### config.mk
export PLATFORM = sky130hd
export DESIGN_NAME = bkpt_top
export DESIGN_NICKNAME = d
export VERILOG_FILES = /design/src/rtl/bkpt_pkg.sv /design/src/rtl/bkpt_regs.sv /design/src/rtl/bkpt_chan.sv /design/src/rtl/bkpt_top.sv
export SDC_FILE = /design/constraint.sdc
export NUM_CORES = 1
export LEC_CHECK = 0
export ABC_AREA = 1
export BUFFER_PORTS_ARGS = -buffer_cell sky130_fd_sc_hd__buf_2
export CORE_MARGIN = 2
export CORE_UTILIZATION = 50
export CTS_BUF_LIST = sky130_fd_sc_hd__clkbuf_16
export DETAILED_ROUTE_END_ITERATION = 7
export GPL_TIMING_DRIVEN = 0
export PLACE_DENSITY = 0.74
export SLEW_MARGIN = 10
export SYNTH_ARGS = -nofsm -noshare
export SYNTH_HDL_FRONTEND = slang
export SYNTH_SLANG_ARGS = --single-unit
### constraint.sdc
create_clock -name clk -period 1.5 [get_ports clk]
set_input_delay 0.225 -clock clk [delete_from_list [all_inputs] [get_ports clk]]
set_output_delay 0.225 -clock clk [all_outputs]
set_load 0.03 [all_outputs]
### src/rtl/bkpt_pkg.sv
package bkpt_pkg;

    localparam int BUS_W  = 16;
    localparam int BYTE_W = 8;
    localparam int NBYTES = BUS_W / BYTE_W;
    localparam int NREGS  = 1 + 2 * NBYTES;
    localparam int SEL_W  = $clog2(NREGS);
    localparam int NCHAN  = 2;

    // Control byte layout, bit 7 down to bit 0
    typedef struct packed {
        logic prog1;
        logic prog0;
        logic d1val;
        logic d1en;
        logic d0val;
        logic d0en;
        logic dual;
        logic en;
    } ctl_t;

    // Per-channel qualification settings
    typedef struct packed {
        logic prog;
        logic den;
        logic dval;
        logic on;
        logic use_data;
    } chan_cfg_t;

    // Direction filter: program matches and disabled filters pass every cycle
    function automatic logic dir_pass(input logic prog, input logic den,
                                      input logic dval, input logic rw);
        return prog || !den || (rw == dval);
    endfunction

endpackage

### src/rtl/bkpt_regs.sv
module bkpt_regs
    import bkpt_pkg::*;
#(
    parameter int W = BUS_W
) (
    input  logic             clk,
    input  logic             rst,
    input  logic             we,
    input  logic [SEL_W-1:0] sel,
    input  logic [7:0]       wdata,
    output ctl_t             ctl,
    output logic [W-1:0]     set0,
    output logic [W-1:0]     set1
);
    localparam int NB = W / BYTE_W;

    always_ff @(posedge clk) begin
        if (rst)
            ctl <= '0;
        else if (we && sel == '0)
            ctl <= ctl_t'(wdata);
    end

    // Lower select numbers hold the more significant bytes
    for (genvar b = 0; b < NB; b++) begin : g_byte
        localparam int SEL0 = 1 + (NB - 1 - b);
        localparam int SEL1 = 1 + NB + (NB - 1 - b);
        always_ff @(posedge clk) begin
            if (rst) begin
                set0[b*BYTE_W +: BYTE_W] <= '0;
                set1[b*BYTE_W +: BYTE_W] <= '0;
            end else if (we) begin
                if (sel == SEL_W'(SEL0))
                    set0[b*BYTE_W +: BYTE_W] <= wdata;
                if (sel == SEL_W'(SEL1))
                    set1[b*BYTE_W +: BYTE_W] <= wdata;
            end
        end
    end

endmodule

### src/rtl/bkpt_chan.sv
module bkpt_chan
    import bkpt_pkg::*;
#(
    parameter int W = BUS_W
) (
    input  logic         active,
    input  chan_cfg_t    cfg,
    input  logic [W-1:0] cmp_addr,
    input  logic [W-1:0] cmp_data,
    input  logic [W-1:0] addr,
    input  logic [W-1:0] data,
    input  logic         rw,
    output logic         hit
);
    logic addr_eq, data_ok, dir_ok;

    always_comb begin
        addr_eq = (addr == cmp_addr);
        data_ok = !cfg.use_data || (data == cmp_data);
        dir_ok  = dir_pass(cfg.prog, cfg.den, cfg.dval, rw);
        hit     = active && cfg.on && addr_eq && data_ok && dir_ok;
    end

endmodule

### src/rtl/bkpt_top.sv
module bkpt_top
    import bkpt_pkg::*;
#(
    parameter int W = BUS_W
) (
    input  logic               clk,
    input  logic               rst,
    input  logic               cfg_we,
    input  logic [SEL_W-1:0]   cfg_sel,
    input  logic [7:0]         cfg_wdata,
    input  logic [W-1:0]       bus_addr,
    input  logic [W-1:0]       bus_data,
    input  logic               bus_rw,
    input  logic               bus_valid,
    output logic [NCHAN-1:0]   match,
    output logic               brk_req
);
    ctl_t         ctl_q;
    logic [W-1:0] set0, set1;
    logic         active;
    chan_cfg_t    ccfg [NCHAN];
    logic [W-1:0] caddr [NCHAN];

    bkpt_regs #(.W(W)) regs_i (
        .clk(clk), .rst(rst), .we(cfg_we), .sel(cfg_sel), .wdata(cfg_wdata),
        .ctl(ctl_q), .set0(set0), .set1(set1)
    );

    always_comb begin
        active = ctl_q.en && bus_valid;
        // Channel 0: always on, data-qualified in full mode
        ccfg[0] = '{prog: ctl_q.prog0, den: ctl_q.d0en, dval: ctl_q.d0val,
                    on: 1'b1, use_data: !ctl_q.dual};
        caddr[0] = set0;
        // Channel 1: second address compare, only in dual mode
        ccfg[1] = '{prog: ctl_q.prog1, den: ctl_q.d1en, dval: ctl_q.d1val,
                    on: ctl_q.dual, use_data: 1'b0};
        caddr[1] = set1;
    end

    for (genvar c = 0; c < NCHAN; c++) begin : g_chan
        bkpt_chan #(.W(W)) chan_i (
            .active(active), .cfg(ccfg[c]), .cmp_addr(caddr[c]),
            .cmp_data(set1), .addr(bus_addr), .data(bus_data),
            .rw(bus_rw), .hit(match[c])
        );
    end

    always_ff @(posedge clk) begin
        if (rst) brk_req <= 1'b0;
        else     brk_req <= |match;
    end

endmodule

==> results.sh <==
export IMPL_syn_nets=416
export IMPL_viasPerCell=4.93
export IMPL_hold_viol_final=0
export IMPL_grt_max_degree=14
export IMPL_p_per_area_mw_per_mm2=888
export IMPL_io_pins=51
export IMPL_fin_nets=483
export IMPL_place_congestion=0.865
export IMPL_clockBufferDepth=2
export IMPL_drt_iter0_drc=156
export IMPL_vias=2406
export IMPL_fmax_mhz=585
export IMPL_ir_worst_vdd_mv=0.617
export IMPL_netlist_cell_type_count=24
export IMPL_fin_worst_skew_ns=0.00258
export IMPL_pwr_share_comb=0.141
export IMPL_routedWlPerCell_um=13.2
export IMPL_period_share=1.14
export IMPL_dieArea_mm2=0.00528
export IMPL_start_kind="register"
export IMPL_cts_sinks=41
export IMPL_die_h_um=72.6
export IMPL_worst_pin_slew_ns=0.644
export IMPL_power_mw=2.72
export IMPL_syn_to_final_growth_pct=30.1
export IMPL_synth_area_mm2=0.00236
export IMPL_antenna_left=0
export IMPL_coreArea_mm2=0.00444
export IMPL_sw_frac_of_total=0.244
export IMPL_num_rows=24
export IMPL_violations="setup timing"
export IMPL_finalCriticalPeriod_ns=1.71
export IMPL_p_seq_frac=0.420
export IMPL_ff2ff_path_depth=14
export IMPL_synth_avg_cell_area_um2=6.40
export IMPL_slew_limit_headroom=0.571
export IMPL_drive_above_1_share=0.310
export IMPL_yosysSeqAreaShare=0.348
export IMPL_drv_slew=0
export IMPL_ys_warn_count=0
export IMPL_antenna_found_initial=0
export IMPL_critPathMaxFanout=3
export IMPL_worstPathArrival_ns=1.48
export IMPL_cts_clk_slew_worst_paths_ns=0.06
export IMPL_pre_cts_slack_ns=-0.0969
export IMPL_grt_pass1_wl_um=10600
export IMPL_hpwl_um=4720
export IMPL_synth_seq_cells=41
export IMPL_crit_path_end_kind="output pin"
export IMPL_drt_pre_antenna_iters=4
export IMPL_min_path_type="primary input to register"
export IMPL_setup_viol=3
export IMPL_power_leakage_nw=1.44
export IMPL_drc=0
export IMPL_worst_setup_path_type="register to output pin"
export IMPL_root_buffer="clkbuf_16"
export IMPL_netlist_instances=368
export IMPL_die_w_um=72.6
export IMPL_internal_power_mw=2.06
export IMPL_fin_ws_ns=-0.208
export IMPL_htreeDepth=2
export IMPL_cts_made_buffers=5
export IMPL_maxCapViolations=0
export IMPL_clk_latency_ns=0.28
export IMPL_switching_power_mw=0.665
export IMPL_start_util=0.530
export IMPL_status="finished with violations"
export IMPL_io_buffers=49
export IMPL_grt_total_usage=0.268
export IMPL_critPathRequiredTime_ns=1.27
export IMPL_hold_depth=2
export IMPL_grt_pass1_vias=2286
export IMPL_rsz0062_at_grt="true"
export IMPL_p_clk_frac=0.439
export IMPL_cts_tree="yes"
export IMPL_wl_um=6460
export IMPL_grt_ovfl_total=0
export IMPL_antenna_cells=0
-- cells in the mapped netlist, drive strengths merged --
cell type	n	area, um^2
a211oi	23	183
a21oi	19	95.1
buf	8	45.0
clkbuf	3	11.3
dfxtp	41	821
inv	63	239
nand2	119	447
nand3	7	50.1
nand4	4	25.0
nor2	52	203
nor3	2	21.3
o211ai	1	7.51
o21ai	3	15.0
or2	3	18.8
xnor2	14	123
xor2	6	52.6
-- layout by cell type, fill, tap and decap left out, drive strengths merged, types with 3 or more instances in the layout --
cell type	Yosys	final
nand4	4	4
dfxtp	41	41
a21oi	19	19
clkbuf	3	8
nor2	52	52
nand2	119	119
or2	3	3
buf	8	68
xnor2	14	14
xor2	6	6
a211oi	23	23
o21ai	3	3
inv	63	63
nand3	7	7
-- registers in the layout (all words and copies together), names as in the netlist --
register,count
regs_i.set0,16
regs_i.set1,16
regs_i.ctl,8
brk_req,1
-- final timing paths --
kind | start | end | slack [ns]
setup / recovery | regs_i.set1[10] | match[0] | -0.21
hold / removal | rst | regs_i.set1[13] | 0.23
setup reg to reg | regs_i.set1[10] | brk_req | -0.18
hold reg to reg | regs_i.ctl[2] | regs_i.ctl[2] | 0.46
-- worst max-delay path: stages (launching register included) --
cell	delay (ns)
dfxtp_4	0.37
inv_2	0.05
nand2_2	0.06
nand2_2	0.06
nor2_2	0.12
nand2_1	0.07
nor2_2	0.09
nand2_1	0.07
nand2_1	0.07
nand2_2	0.06
inv_2	0.06
buf_6	0.12
-- layout make-up --
type,count,area [um^2]
multi-input cells,253,1310
flip-flops and latches,41,856
well taps,52,65.1
clock inverters,3,41.3
repair buffers,61,374
plain buffers,10,48.8
clock buffers,5,125
inverters,63,241
fillers,400,1380
-- kinds of logic after synthesis --
group                  Yosys count  synth area share
flip-flops                      41             0.348
buffers and inverters           74             0.125
AO/OA/AOI/OAI                   46             0.127
XOR/XNOR                        20            0.0744
AND/OR/NAND/NOR                187             0.324
-- through the flow --
stage               instances  area [um^2]  hold WS (ns)  setup TNS (ns)  utilization
finish                    488         3070         0.227          -0.591        0.690
global route              488         3070         0.250          -0.871        0.690
CTS                       489         2990         0.234          -0.719        0.673
detailed placement        469         2670         0.454         -0.0969        0.600
global placement          469         2670         0.451         -0.0729        0.600
floorplan                 368         2360         0.368               0            -
-- power by group through the flow --
stage | clock (mW) | combinational (mW) | sequential, mW
floorplan | 0 | 0.196 | 1.16
global placement | 0 | 0.341 | 1.17
detailed placement | 0 | 0.345 | 1.17
CTS | 1.20 | 0.369 | 1.15
global route | 1.25 | 0.429 | 1.15
finish | 1.19 | 0.383 | 1.14
-- per-layer routing --
layer	up-vias	track usage	part of all wire
met3	6	0.0483	0.066
met5	-	0	0
li1	1258	-	-
met1	1065	0.348	0.44
met4	0	0.0844	0.011
met2	77	0.453	0.48
-- repair_timing --
item / CTS / global route
gates resized for setup: 27 / 42
pin swaps: 7 / 26
setup buffers: 13 / 2
hold buffers: 0 / 0
endpoints found under the setup margin: 2 / 4
No activity file was read; power rests on OpenSTA's default activity.
